`config.mk`:
```
export PLATFORM = sky130hd
export DESIGN_NAME = hamming_state_reg
export DESIGN_NICKNAME = d
export VERILOG_FILES = /design/src/rtl/hsr_pkg.sv /design/src/rtl/hsr_control.sv /design/src/rtl/hsr_datapath.sv /design/src/rtl/hamming_state_reg.sv
export SDC_FILE = /design/constraint.sdc
export NUM_CORES = 1
export LEC_CHECK = 0
export BUFFER_PORTS_ARGS = -buffer_cell sky130_fd_sc_hd__clkbuf_2
export CORE_MARGIN = 5
export CORE_UTILIZATION = 35
export DETAILED_ROUTE_END_ITERATION = 12
export GPL_TIMING_DRIVEN = 0
export PLACE_DENSITY = 0.53
export SETUP_SLACK_MARGIN = 0.4
export SLEW_MARGIN = 20
export SYNTH_ARGS = -nofsm -noshare
export SYNTH_HDL_FRONTEND = slang
export SYNTH_SLANG_ARGS = --single-unit
```
`constraint.sdc`:
```
create_clock -name clk -period 4.3 [get_ports clk]
set_input_delay 0.43 -clock clk [delete_from_list [all_inputs] [get_ports clk]]
set_output_delay 0.43 -clock clk [all_outputs]
set_load 0.02 [all_outputs]
```
`src/rtl/hsr_pkg.sv`:
```
package hsr_pkg;
  // Strobes from the transition control to the state datapath
  typedef struct packed {
    logic advance;
    logic mirror;
  } stepStrobe_t;
endpackage

```
`src/rtl/hsr_control.sv`:
```
module hsr_control
  import hsr_pkg::*;
#(
  parameter int DATA_W = 4,
  parameter int CTRL_W = 8
) (
  input  logic [DATA_W-1:0] curIdx,
  input  logic [CTRL_W-1:0] ctrl,
  output stepStrobe_t       strobe
);
  localparam int SEL_W = (CTRL_W > 1) ? $clog2(CTRL_W) : 1;

  logic [SEL_W-1:0] primSel;
  logic [SEL_W-1:0] altSel;

  always_comb begin
    primSel = SEL_W'(int'(curIdx) % CTRL_W);
    altSel  = SEL_W'((int'(curIdx) + CTRL_W / 2) % CTRL_W);
    strobe.advance = ctrl[primSel];
    strobe.mirror  = !ctrl[primSel] && ctrl[altSel];
  end
endmodule

```
`src/rtl/hsr_datapath.sv`:
```
module hsr_datapath
  import hsr_pkg::*;
#(
  parameter int PAR_W = 3,
  localparam int CODE_W = (1 << PAR_W) - 1,
  localparam int DATA_W = CODE_W - PAR_W
) (
  input  logic              clk,
  input  logic              rstN,
  input  logic              syncRst,
  input  stepStrobe_t       strobe,
  input  logic [CODE_W-1:0] upsetMask,
  output logic [DATA_W-1:0] curIdx,
  output logic              fixFlag
);
  // Syndrome: XOR of the position numbers of all set bits
  function automatic logic [PAR_W-1:0] syndromeOf(input logic [CODE_W-1:0] w);
    logic [PAR_W-1:0] s;
    s = '0;
    for (int p = 1; p <= CODE_W; p++)
      if (w[p-1]) s = s ^ PAR_W'(p);
    return s;
  endfunction

  function automatic logic [CODE_W-1:0] encodeOf(input logic [DATA_W-1:0] d);
    logic [CODE_W-1:0] w;
    logic [PAR_W-1:0]  s;
    int k;
    w = '0;
    k = 0;
    for (int p = 1; p <= CODE_W; p++)
      if ((p & (p - 1)) != 0) begin
        w[p-1] = d[k];
        k++;
      end
    s = syndromeOf(w);
    for (int j = 0; j < PAR_W; j++) w[(1 << j) - 1] = s[j];
    return w;
  endfunction

  function automatic logic [DATA_W-1:0] extractOf(input logic [CODE_W-1:0] w);
    logic [DATA_W-1:0] d;
    int k;
    d = '0;
    k = 0;
    for (int p = 1; p <= CODE_W; p++)
      if ((p & (p - 1)) != 0) begin
        d[k] = w[p-1];
        k++;
      end
    return d;
  endfunction

  logic [CODE_W-1:0] codeReg;
  logic [PAR_W-1:0]  syn;
  logic [CODE_W-1:0] flipVec;
  logic [CODE_W-1:0] fixedWord;
  logic [DATA_W-1:0] nextIdx;

  assign syn = syndromeOf(codeReg);

  // One comparator per position: invert the bit the syndrome points at
  for (genvar p = 1; p <= CODE_W; p++) begin : g_flip
    assign flipVec[p-1] = (syn == PAR_W'(p));
  end

  assign fixedWord = codeReg ^ flipVec;
  assign curIdx    = extractOf(fixedWord);
  assign fixFlag   = (syn != '0);

  always_comb begin
    if (strobe.advance)     nextIdx = curIdx + 1'b1;
    else if (strobe.mirror) nextIdx = ~curIdx;
    else                    nextIdx = curIdx;
  end

  always_ff @(posedge clk or negedge rstN) begin
    if (!rstN)        codeReg <= encodeOf('0);
    else if (syncRst) codeReg <= encodeOf('0);
    else              codeReg <= encodeOf(nextIdx) ^ upsetMask;
  end

  // asynchronous reset holds the state-0 codeword
  always @(posedge clk) begin
    if (!rstN) assert_reset_code_R2: assert (codeReg == '0 && !fixFlag);
  end

  // a word written without a mask needs no repair
  assert_clean_word_R8: assert property (@(posedge clk) disable iff (!rstN)
    (!syncRst && upsetMask == '0) |=> (syndromeOf(codeReg) == '0));
endmodule

```
`src/rtl/hamming_state_reg.sv`:
```
module hamming_state_reg
  import hsr_pkg::*;
#(
  parameter int PAR_W = 3,
  parameter int CTRL_W = 8,
  localparam int CODE_W = (1 << PAR_W) - 1,
  localparam int DATA_W = CODE_W - PAR_W
) (
  input  logic              clk,
  input  logic              rstN,
  input  logic              syncRst,
  input  logic [CTRL_W-1:0] ctrl,
  input  logic [CODE_W-1:0] upsetMask,
  output logic [DATA_W-1:0] stateIdx,
  output logic              fixFlag
);
  stepStrobe_t strobe;

  hsr_control #(.DATA_W(DATA_W), .CTRL_W(CTRL_W)) u_ctl (
    .curIdx (stateIdx),
    .ctrl   (ctrl),
    .strobe (strobe)
  );

  hsr_datapath #(.PAR_W(PAR_W)) u_dp (
    .clk       (clk),
    .rstN      (rstN),
    .syncRst   (syncRst),
    .strobe    (strobe),
    .upsetMask (upsetMask),
    .curIdx    (stateIdx),
    .fixFlag   (fixFlag)
  );

  assert_sync_clear_R3: assert property (@(posedge clk) disable iff (!rstN)
    syncRst |=> (stateIdx == '0 && !fixFlag));

  assert_flip_flagged_R7: assert property (@(posedge clk) disable iff (!rstN)
    (!syncRst && $onehot(upsetMask)) |=> fixFlag);

  assert_advance_R4: assert property (@(posedge clk) disable iff (!rstN)
    (!syncRst && strobe.advance && $countones(upsetMask) <= 1)
      |=> stateIdx == DATA_W'($past(stateIdx) + 1'b1));

  assert_mirror_R5: assert property (@(posedge clk) disable iff (!rstN)
    (!syncRst && strobe.mirror && $countones(upsetMask) <= 1)
      |=> stateIdx == ~$past(stateIdx));

  assert_hold_R6: assert property (@(posedge clk) disable iff (!rstN)
    (!syncRst && !strobe.advance && !strobe.mirror && $countones(upsetMask) <= 1)
      |=> stateIdx == $past(stateIdx));
endmodule

```
Word level (Yosys, flattened, before mapping)
Index checks and enable logic that the tools add are counted.
{ "totals": {"wordCells": 70, "reg_bits": 7} }
{ "classes": {"magnitude_cmp": 5, "n_bitwise": 12, "n_eq_ne": 7, "addsub": 4, "muxes": 38, "n_reduce_logical": 3} }
{ "op_table": {"columns": ["op", "count"], "rows": [
  ["$lt A32 B4 Y1 const B", 3],
  ["$mux W32", 3],
  ["$add A32 B2 Y32 const B", 2],
  ["$mux W3", 11],
  ["$xor A7 B7 Y7", 2],
  ["$mux W1", 13],
  ["$eq A3 B3 Y1 const B", 4],
  ["$not A2 Y2", 5],
  ["$lt A3 B4 Y1 const B", 2],
  ["$mux W4", 2],
  ["$mux W7", 1],
  ["$bmux W1 S2", 3],
  ["$bmux W1 S3", 2],
  ["$eq A3 B2 Y1 const B", 2],
  ["$mux W2", 3],
  ["$not A3 Y3", 2],
  ["$add A4 B1 Y4 const B", 1],
  ["$not A4 Y4", 1],
  ["$add A3 B3 Y3 const B", 1],
  ["$eq A3 B1 Y1 const B", 1],
  ["$reduce_bool A3 Y1", 1],
  ["$not A1 Y1 const A", 2],
  ["$logic_and A1 B1 Y1", 1],
  ["$logic_not A1 Y1", 1]
]} }

Logic depth before layout (Yosys ltp)
Gate-level depths: netlist of the first run.
{ "depth": {"ltp_word": 33, "ltp_mapped": 14, "depth_no_buf": 11} }

Cells and area by module
Synthesis of the first run repeated with hierarchy kept, for this count alone.
{ "unflattened": {"cells_unflattened": 169, "hier_area_um2": 1338.8} }
{ "modules_own_cells": {"columns": ["mod", "area_each_um2", "cells_each", "n_inst"], "rows": [
  ["hsr_datapath", 1216.2, 159, 1],
  ["hsr_control", 122.6, 10, 1]
]} }

Worst setup path after synthesis of the first run
Ideal clock, no wire load.
{ "synth_path": {"path_type": "register to register", "start": "reg u_dp.codeReg[3]", "end": "reg u_dp.codeReg[1]", "synth_period_minus_slack_ns": 2.910, "path_slack_ns": 1.390, "t_required_ns": 4.228, "arrival_ns": 2.838, "path_buffers": 2, "stages_incl_launch_ff": 13, "path_cell_list": "dfrtp_1 > buf_6 > buf_8 > xor2_1 > o22ai_1 > and4b_4 > nor3_4 > a211o_2 > nand2_1 > or3b_1 > o211ai_2 > xnor3_1 > nor2_1"} }
{ "synth_between": {"elab_chain_len": 28} }
{ "synth_lines": {"columns": ["element", "line", "source"], "rows": [
  ["start: declaration", "hsr_datapath.sv:54", "logic [CODE_W-1:0] codeReg;"],
  ["start signal: assignment", "hsr_datapath.sv:78", "if (!rstN) codeReg <= encodeOf('0);"],
  ["start signal: assignment", "hsr_datapath.sv:79", "else if (syncRst) codeReg <= encodeOf('0);"],
  ["start signal: assignment", "hsr_datapath.sv:80", "else codeReg <= encodeOf(nextIdx) ^ upsetMask;"],
  ["$mux W3 *", "hsr_datapath.sv:21", "if (w[p-1]) s = s ^ PAR_W'(p);"],
  ["$not A2 Y2 (no source line)", null, null],
  ["$mux W3 *", "hsr_datapath.sv:21", null],
  ["$not A2 Y2 (no source line)", null, null],
  ["$mux W3 *", "hsr_datapath.sv:21", null],
  ["$not A3 Y3 (no source line)", null, null],
  ["$mux W3 *", "hsr_datapath.sv:21", null],
  ["$eq A3 B2 Y1 *", "hsr_datapath.sv:64", "assign flipVec[p-1] = (syn == PAR_W'(p));"],
  ["(+1 left out)", null, null],
  ["via stateIdx[0]", "hamming_state_reg.sv:14", "output logic [DATA_W-1:0] stateIdx,"],
  ["(+11 left out)", null, null],
  ["$not A2 Y2 (no source line)", null, null],
  ["$mux W3", "hsr_datapath.sv:21", null],
  ["$mux W3", "hsr_datapath.sv:79", null],
  ["$not A3 Y3 (no source line)", null, null],
  ["$mux W3 *", "hsr_datapath.sv:21", null],
  ["$mux W3 *", "hsr_datapath.sv:79", null],
  ["$xor A7 B7 Y7 *", "hsr_datapath.sv:80", null],
  ["$mux W7 *", "hsr_datapath.sv:79", null]
]} }
Mark *: on every way through the listed nets, which the timed path passes. The rest lies on a longest branch. The select of a mux whose other input is x is not followed.

Final worst setup path of the first run
{ "layout_path": {"start": "reg u_dp.codeReg[4]", "end": "reg u_dp.codeReg[1]"} }
{ "layout_between": {"elab_chain_len": 26} }
{ "layout_lines": {"columns": ["element", "line", "source"], "rows": [
  ["$mux W3", "hsr_datapath.sv:21", null],
  ["$not A2 Y2 (no source line)", null, null],
  ["$mux W3", "hsr_datapath.sv:21", null],
  ["$not A3 Y3 (no source line)", null, null],
  ["$mux W3", "hsr_datapath.sv:21", null],
  ["$eq A3 B2 Y1 or $eq A3 B3 Y1 (tied branches)", "hsr_datapath.sv:64", null],
  ["$xor A7 B7 Y7 *", "hsr_datapath.sv:67", "assign fixedWord = codeReg ^ flipVec;"],
  ["$add A3 B3 Y3 or $bmux W1 S3 (tied branches)", "hsr_control.sv:18, hsr_control.sv:19, hsr_control.sv:20", null],
  ["(+10 left out)", null, null],
  ["$not A2 Y2 (no source line)", null, null],
  ["$mux W3", "hsr_datapath.sv:21", null],
  ["$mux W3", "hsr_datapath.sv:79", null],
  ["$not A3 Y3 (no source line)", null, null],
  ["$mux W3 *", "hsr_datapath.sv:21", null],
  ["$mux W3 *", "hsr_datapath.sv:79", null],
  ["$xor A7 B7 Y7 *", "hsr_datapath.sv:80", null],
  ["$mux W7 *", "hsr_datapath.sv:79", null]
]} }
Every way passes the cells marked *; elsewhere a longest branch is shown, timed or not. The select of a mux whose other input is x is not followed.

==> results of run 1 <==
-- cells in the final DEF (no fill, tap or decap), types with 3 or more instances in the layout --
cell type and instances:
a21o_1 6, nor2_1 16, buf_4 3, nand4_1 4, o21ai_0 11, a21oi_1 9
o21bai_1 4, or3_1 3, mux2i_1 5, xnor2_1 7, clkbuf_8 3, a31oi_1 5
buf_2 8, xor2_1 10, o31a_1 3, nor2b_1 5, nand2_1 15, nand3_1 8
inv_1 6, clkbuf_2 22, o22ai_1 3, dfrtp_1 7, o31ai_1 3, nor3_1 6
o221ai_1 3, nand2b_1 7
-- cell families after synthesis --
family,count (synthesis)
AO/OA/AOI/OAI,68
adder cells (fa/ha/maj),1
buffers and inverters,25
flip-flops,7
AND/OR/NAND/NOR,83
multiplexers,6
XOR/XNOR,21
-- final cells by class --
| class | instances | area (µm²) |
|---|---|---|
| buffer | 17 | 111 |
| clock buffer | 4 | 45.0 |
| fill | 472 | 2790 |
| inverter | 8 | 30.0 |
| multi-input combinational | 179 | 1330 |
| sequential | 7 | 175 |
| tap | 54 | 67.6 |
| timing repair buffer | 22 | 110 |
-- routing by layer --
metal  GRT usage, %  vias to the layer above  routed length [µm]
met5              0                        -                   0
met4           4.90                        0                  59
met3           1.26                        6                  98
met2           23.3                       31                2090
met1           17.5                      757                1960
li1               -                      844                   -
-- per-stage QoR --
step	instances	hold WS [ns]	utilization, %	setup WS, ns	area [µm²]
floorplan	211	0.134	-	1.39	1650
global placement	287	0.268	39.2	1.13	1830
detailed placement	287	0.266	39.2	1.11	1830
CTS	291	0.0304	40.2	1.11	1870
global route	291	0.0333	40.2	0.939	1870
finish	291	0.0248	40.2	1.14	1870
-- path summary, 6_finish.rpt --
kind                            startpoint  slack (ns)  cells after the start         endpoint
max                        u_dp.codeReg[4]        1.14                     12  u_dp.codeReg[1]
min                                   rstN        0.02                      1  u_dp.codeReg[3]
max reg2reg                u_dp.codeReg[4]        1.14                     12  u_dp.codeReg[1]
min reg2reg                u_dp.codeReg[4]        1.38                      8  u_dp.codeReg[0]
max in group asynchronous             rstN        4.12                      1  u_dp.codeReg[2]
min in group clk                   syncRst        0.46                      2  u_dp.codeReg[6]
==> qor.yml, run 1 <==
critical_path:
  path_buf_inv: 2
  crit_top_cell: "nand2_1"
  start_kind: "flop"
  crit_path_end_kind: "flop"
  worstPathMaxFanout: 10
  cp.arrival_ns: 3.31
  slowest_stage: "xnor3_1"
  max_stage_delay_ns: 0.44
  critical_path_class: "reg2reg"
  crit_chain: "buf_4 > xnor2_1 > a221oi_1 > a211o_1 > o211ai_4 > inv_2 > a211o_4 > nand2_1 > nand2_1 > o211ai_2 > xnor3_1 > nor2_1"
  critPathTopFamily: "compound AO/OA/AOI/OAI gates"
  crit_required_ns: 4.45
synth:
  synth_top_family_by_area: "compound AO/OA/AOI/OAI gates"
  synth_top_cell_area_share_pct: 10.6
  syn_nets: 230
  synth-edff-count: 0
  synth_cell_types: 69
  syn_inst: 211
  synth-seq-cells: 7
  synth-warning-count: 0
  synthXorXnorAreaFrac_pct: 14.4
  synth_commonest_cells: "16 x nor2_1, 15 x nand2_1, 11 x o21ai_0, 10 x xor2_1, 9 x a21oi_1"
  synth_area_per_cell_um2: 7.82
  yosysMostFrequentCell: "nor2_1"
  syn_area_mm2: 0.00165
  synth_ff_type: "dfrtp_1"
  ys_async_sr_fraction_pct: 100
  synth.area.top_cells: "dfrtp_1 11%, xor2_1 5.3%, xnor2_1 3.7%, nor2_1 3.6%, nand2_1 3.4%"
  synth_seq_area_share_pct: 10.6
  yosys.area.top_type: "dfrtp_1"
  yosys.area_share.simple_pct: 28.7
  synthMuxAreaShare_pct: 3.72
  synth_compound_area_share_pct: 33.2
  synth_fa_ha_area_share_pct: 0.759
route:
  wl_um: 4210
  firstDrtPassIters: 4
  vias: 1638
  wire_per_inst_um: 14.5
  via_per_inst: 5.63
  drc: 0
  ant_nets: 0
  drtIter0Drc: 110
floorplan:
  die-area_mm2: 0.00618
  die-width_um: 78.6
  placementRows: 25
  core_mm2: 0.00466
  io_pins: 23
  start_util_pct: 35.4
  chipHeight_um: 78.6
clock_tree:
  postCtsSetupBuffers: 0
  clock-sinks: 7
  ctsHoldBuffers: 0
  cts_made_buffers: 3
  clk_pin_slew_ns: 0.04
  clock_path_buffers: 2
  cts_root_buf: "clkbuf_8"
  cts_tree: "yes"
  cts_resized: 0
  h-tree-depth: 1
  clock_latency_ns: 0.23
timing:
  tightest_slew_ns: 0.436
  fin_crit_sh_pct: 73.5
  max_freq_ghz: 0.317
  slew_violations: 0
  max-slew-margin-rel_pct: 70.1
  finalSetupViolations: 0
  grt_setup_unrepaired: "false"
  finClkSkew_ns: 0.00477
  setup_tns_ns: 0
  fin_crit_ns: 3.16
  hold_viol_final: 0
grt:
  track_usage_pct: 13.5
  overflow: 0
  grt_pass1_vias: 1486
  antenna_found_initial: 0
  grt_pass1_wl_um: 6870
  grt_max_degree: 11
final_layout:
  top_regs: "u_dp.codeReg: 7 flops"
  diodes: 0
  top_register: "u_dp.codeReg"
  area_growth_pct: 13.5
  largest_reg_flops: 7
  final_layout_size_suffix_gt1_share_pct: 25.7
  layout.nets: 257
hold_path:
  min_path_type: "in2async"
place:
  port_buffers: 22
  gp_congestion: 0.849
  place_hpwl_um: 3340
run_status:
  status: "complete, no violations"
run:
  drv_cap: 0
Power of run 1 is left out: the tool's default activity adds up to more than one toggle a clock period on the data nets, which glitch-free logic cannot reach.
==> run 2: changes to the inputs <==
Clock period 4.3 ns to 3.2 ns, I/O delays scaled along.
==> qor.yml, run 2 (same netlist as run 1, synthesis figures left out) <==
critical_path:
  start_kind: "flop"  # unchanged
  crit_required_ns: 3.34  # was 4.45 ns
  critical_path_class: "reg2reg"  # unchanged
  cp.arrival_ns: 3.22  # was 3.31 ns
  crit_path_end_kind: "flop"  # unchanged
  worstPathMaxFanout: 6  # was 10
timing:
  fin_crit_ns: 3.08  # was 3.16 ns
  max-slew-margin-rel_pct: 71.7  # was 70.1%
  slew_violations: 0  # unchanged
  fin_crit_sh_pct: 96.1  # was 73.5%
  tightest_slew_ns: 0.425  # was 0.436 ns
  hold_viol_final: 0  # unchanged
  max_freq_ghz: 0.325  # was 0.317 GHz
  finClkSkew_ns: 0.00115  # was 0.00477 ns
  finalSetupViolations: 0  # unchanged
  grt_setup_unrepaired: "true"  # was false
final_layout:
  final_cell_mix: "24 x clkbuf_2, 14 x nand2_1, 14 x nor2_1"  # was 22 x clkbuf_2, 16 x nor2_1, 15 x nand2_1
  fin_util_pct: 50.5  # was 40.2%
  fin_cells: 310  # was 291
  final_layout_size_suffix_gt1_share_pct: 43.8  # was 25.7%
  multiInputGateArea_mm2: 0.00160  # was 0.00133 mm²
  area_growth_pct: 42.7  # was 13.5%
  top_regs: "u_dp.codeReg: 7 flops"  # unchanged
  fill_cells: 446  # was 472
  diodes: 0  # unchanged
  layout.nets: 276  # was 257
  final-seq-area_um2: 175  # unchanged
  layout_commonest_cell: "clkbuf_2"  # unchanged
  top_register: "u_dp.codeReg"  # unchanged
  largest_reg_flops: 7  # unchanged
clock_tree:
  clk_pin_slew_ns: 0.04  # about the same
  cts_root_buf: "clkbuf_8"  # unchanged
  h-tree-depth: 1  # unchanged
  clock_path_buffers: 2  # unchanged
  cts_made_buffers: 3  # unchanged
  clock_latency_ns: 0.22  # was 0.23 ns
  cts_tree: "yes"  # unchanged
  clock-sinks: 7  # unchanged
floorplan:
  die-area_mm2: 0.00618  # unchanged
  die-width_um: 78.6  # unchanged
  io_pins: 23  # unchanged
  start_util_pct: 35.4  # unchanged
  placementRows: 25  # unchanged
  chipHeight_um: 78.6  # unchanged
  core_mm2: 0.00466  # unchanged
grt:
  grt_max_degree: 11  # unchanged
  track_usage_pct: 14.8  # was 13.5%
  grt_pass1_wl_um: 7560  # was 6870 µm
  antenna_found_initial: 0  # unchanged
  overflow: 0  # unchanged
  grt_pass1_vias: 1672  # was 1486
route:
  drc: 0  # unchanged
  wl_um: 4820  # was 4210 µm
  via_per_inst: 5.68  # was 5.63
  wire_per_inst_um: 15.5  # was 14.5 µm
  drtIter0Drc: 126  # was 110
  ant_nets: 0  # unchanged
  firstDrtPassIters: 4  # unchanged
  vias: 1760  # was 1638
hold_path:
  min_path_type: "in2reg"  # was in2async
place:
  place_hpwl_um: 3310  # was 3340 µm
  port_buffers: 22  # unchanged
  place_inst: 287  # unchanged
  gp_congestion: 0.855  # was 0.849
run:
  drv_cap: 0  # unchanged
run_status:
  status: "complete, no violations"  # unchanged
## run 2: path summary, 6_finish.rpt
path	from	endpoint	slack, ns	cells after the start
max	u_dp.codeReg[5]	u_dp.codeReg[3]	0.12	13
min	upsetMask[5]	u_dp.codeReg[5]	0.35	3
max reg2reg	u_dp.codeReg[5]	u_dp.codeReg[3]	0.12	13
min reg2reg	u_dp.codeReg[1]	u_dp.codeReg[5]	1.32	7
max in group asynchronous	rstN	u_dp.codeReg[0]	2.58	2
min in group asynchronous	rstN	u_dp.codeReg[1]	0.46	2
## run 2: worst max-delay path, stage by stage (launching register included)
cell      delay (ns)
dfrtp_1         0.39
buf_6           0.15
or2_2           0.28
o21bai_4        0.18
buf_6           0.13
a31oi_4         0.18
o211ai_4        0.10
buf_12          0.16
mux2i_4         0.20
or2_4           0.29
and3_4          0.15
o31a_1          0.29
or3_1           0.34
mux2i_1         0.13
## run 2: cell type report
cell class	count	area share, %
multi-input cells	179	68.1
repair buffers	41	11.9
flip-flops and latches	7	7.44
plain buffers	17	6.27
well taps	54	2.87
clock buffers	4	1.91
inverters	8	1.49
## run 2: through the flow
step                      area, µm²  worst slack, ns  setup TNS, ns  hold slack [ns]
after global placement         1860           0.0335              0            0.156
final                          2350            0.124              0            0.353
after global routing           2350          -0.0181        -0.0181            0.370
after detailed placement       1860           0.0517              0            0.155
after floorplan                1690            0.324              0           0.0244
after CTS                      2180            0.152              0            0.350
## run 2: what timing repair did
action	CTS	global route
endpoints found under the setup margin	5	8
pin swaps	17	12
cloned	0	1
gates resized for setup	34	28
hold buffers	1	0
endpoints found under the hold margin	7	0
setup buffers	13	4
## run 2: layer usage
metal,share of wire (%),GRT usage (%),vias to the layer above
li1,-,-,882
met3,2.2,0.344,13
met4,3.2,5.94,0
met5,0,0,-
met1,44,18.1,816
met2,51,27.2,49
Power of run 2 is left out for the same reason.
==> run 3: changes to the inputs <==
Settings changed: ABC_AREA from default to 1, PLACE_DENSITY 0.53 to 0.55.
==> qor.yml, run 3 <==
place:
  place_worst_setup_slack_ns: 0.756  # was 0.0517 ns
  place_hpwl_um: 2050  # was 3310 µm
  placed_area_mm2: 0.00127  # was 0.00186 mm²
  port_buffers: 22  # unchanged
  gp_congestion: 0.846  # was 0.855
critical_path:
  r2r_end: "u_dp.codeReg[0]"  # was u_dp.codeReg[3]
  reg2reg_depth: 20  # was 13
  critical_path_class: "reg2reg"  # unchanged
  worstPathMaxFanout: 11  # was 6
  start_kind: "flop"  # unchanged
  r2r_slack_ns: 0.77  # was 0.12 ns
  crit_path_end_kind: "flop"  # unchanged
  reg2reg_from: "u_dp.codeReg[2]"  # was u_dp.codeReg[5]
  cp.arrival_ns: 2.56  # was 3.22 ns
  crit_required_ns: 3.33  # was 3.34 ns
clock_tree:
  clock_latency_ns: 0.24  # was 0.22 ns
  clock-sinks: 7  # unchanged
  clock_path_buffers: 2  # unchanged
  cts_tree: "yes"  # unchanged
  cts_resized: 0  # was 34
  h-tree-depth: 1  # unchanged
  cts_root_buf: "clkbuf_4"  # was clkbuf_8
  cts_made_buffers: 3  # unchanged
  clk_pin_slew_ns: 0.05  # was 0.04 ns
final_layout:
  top_register: "u_dp.codeReg"  # unchanged
  fin_util_pct: 43.1  # was 50.5%
  largest_reg_flops: 7  # unchanged
  area_growth_pct: 18.3  # was 42.7%
  layout_commonest_cell: "nand2_1"  # was clkbuf_2
  final_layout_size_suffix_gt1_share_pct: 33.8  # was 43.8%
  fin_area_mm2: 0.00131  # was 0.00235 mm²
  multiInputGateArea_um2: 817  # was 0.00160 mm²
  final_cell_mix: "52 x nand2_1, 22 x clkbuf_2, 18 x nand3_1"  # was 24 x clkbuf_2, 14 x nand2_1, 14 x nor2_1
  top_regs: "u_dp.codeReg: 7 flops"  # unchanged
  final-seq-area_um2: 175  # unchanged
  diodes: 0  # unchanged
  fill_cells: 334  # was 446
  layout.nets: 215  # was 276
route:
  firstDrtPassIters: 4  # unchanged
  wire_per_inst_um: 9.85  # was 15.5 µm
  drc: 0  # unchanged
  ant_nets: 0  # unchanged
  via_per_inst: 4.52  # was 5.68
  vias: 1081  # was 1760
  wl_um: 2350  # was 4820 µm
  drtIter0Drc: 42  # was 126
floorplan:
  placementRows: 20  # was 25
  start_util_pct: 36.4  # was 35.4%
  die-area_mm2: 0.00438  # was 0.00618 mm²
  core_mm2: 0.00303  # was 0.00466 mm²
  die-width_um: 66.2  # was 78.6 µm
  chipHeight_um: 66.2  # was 78.6 µm
  io_pins: 23  # unchanged
timing:
  setup_tns_ns: 0  # unchanged
  finalSetupViolations: 0  # unchanged
  setup_slack_ns: 0.774  # was 0.124 ns
  finClkSkew_ns: 0.000820  # was 0.00115 ns
  max-slew-margin-rel_pct: 78.2  # was 71.7%
  slew_violations: 0  # unchanged
  hold_viol_final: 0  # unchanged
  fin_crit_sh_pct: 75.8  # was 96.1%
  grt_setup_unrepaired: "false"  # was true
  fin_crit_ns: 2.43  # was 3.08 ns
  max_freq_ghz: 0.412  # was 0.325 GHz
  tightest_slew_ns: 0.326  # was 0.425 ns
synth:
  synth.area.top_cells: "nand2_1 18%, dfrtp_1 16%, nand3_1 8.2%, nand2_2 7.4%, inv_1 5.4%"  # was dfrtp_1 11%, xor2_1 5.3%, xnor2_1 3.7%, nor2_1 3.6%, nand2_1 3.4%
  yosysMostFrequentCell: "nand2_1"  # was nor2_1
  ys_async_sr_fraction_pct: 100  # unchanged
  synth-warning-count: 0  # unchanged
  syn_nets: 187  # was 230
  synth_ff_type: "dfrtp_1"  # unchanged
  syn_inst: 168  # was 211
  synth-edff-count: 0  # unchanged
  synth_seq_area_share_pct: 15.9  # was 10.6%
  synth-seq-cells: 7  # unchanged
  synth_cell_types: 28  # was 69
  synth_commonest_cells: "52 x nand2_1, 18 x nand3_1, 16 x inv_1, 13 x nand2_2, 9 x nor2_1"  # was 16 x nor2_1, 15 x nand2_1, 11 x o21ai_0, 10 x xor2_1, 9 x a21oi_1
  synth_top_cell_area_share_pct: 17.7  # was 10.6%
  yosys.area.top_type: "nand2_1"  # was dfrtp_1
  synth_area_per_cell_um2: 6.57  # was 7.82 µm²
  syn_area_mm2: 0.00110  # was 0.00165 mm²
hold_path:
  hp-start: "upsetMask[5]"  # unchanged
  hold_depth: 2  # was 3
  min_to: "u_dp.codeReg[5]"  # unchanged
  min_path_type: "in2reg"  # unchanged
run_status:
  status: "complete, no violations"  # unchanged
grt:
  grt_pass1_wl_um: 4220  # was 7560 µm
  grt_pass1_vias: 1086  # was 1672
  antenna_found_initial: 0  # unchanged
  grt_max_degree: 12  # was 11
  overflow: 0  # unchanged
  track_usage_pct: 11.8  # was 14.8%
run:
  drv_cap: 0  # unchanged
## run 3: worst max path at each step
stage | start | endpoint | slack (ns)
CTS | u_dp.codeReg[4] | u_dp.codeReg[0] | 0.74
detailed placement | u_dp.codeReg[2] | u_dp.codeReg[0] | 0.76
global placement | u_dp.codeReg[5] | u_dp.codeReg[0] | 0.82
finish | u_dp.codeReg[2] | u_dp.codeReg[0] | 0.77
global route | u_dp.codeReg[5] | u_dp.codeReg[0] | 0.50
floorplan | u_dp.codeReg[2] | u_dp.codeReg[0] | 0.97
## run 3: logic make-up after synthesis
group           after synthesis  synth area share [%]
fa+ha+maj                     1                  1.13
flops                         7                  15.9
simple gates                118                  59.2
compound gates                9                  4.31
buf+inv                      25                  10.1
xor+xnor                      8                  9.41
## run 3: final cells by class
cell class / count / area share, %
plain buffers: 2 / 1.73
clock buffers: 4 / 2.01
inverters: 23 / 6.81
multi-input cells: 136 / 62.6
flip-flops and latches: 7 / 13.4
well taps: 44 / 4.22
repair buffers: 23 / 9.20
## run 3: routing by layer
layer  vias to the layer above  global-route usage (%)  part of all wire (%)
met3                         2                   0.680                   1.5
met2                        12                    22.4                    51
met1                       479                    13.9                    46
met5                         -                       0                     0
met4                         0                    3.81                  0.89
li1                        588                       -                     -
## run 3: timing repair
item	CTS	global route
hold buffers	1	0
buffers inserted	0	0
endpoints found under the hold margin	7	0
## run 3: through the flow
step | cells | hold WS [ns]
after floorplan | 168 | 0.0244
after global placement | 234 | 0.153
after detailed placement | 234 | 0.158
after CTS | 239 | 0.253
after global routing | 239 | 0.266
final | 239 | 0.263
## run 3: worst max-delay path, cell delays in order (launching register included)
cell and delay, ns:
dfrtp_1 0.37, buf_6 0.14, nand2_1 0.07, inv_1 0.04
nor2_1 0.09, nand2_1 0.09, nand2_4 0.12, nand4_4 0.19
nand2_8 0.16, nand2_2 0.06, nand2_1 0.06, nand2_1 0.06
nand2_2 0.11, nand2_4 0.08, nand2_1 0.08, nand3_2 0.09
nand2_2 0.10, xor2_1 0.20, nand2_1 0.08, nand2_1 0.07
nor2_2 0.03
Power of run 3 is left out for the same reason.
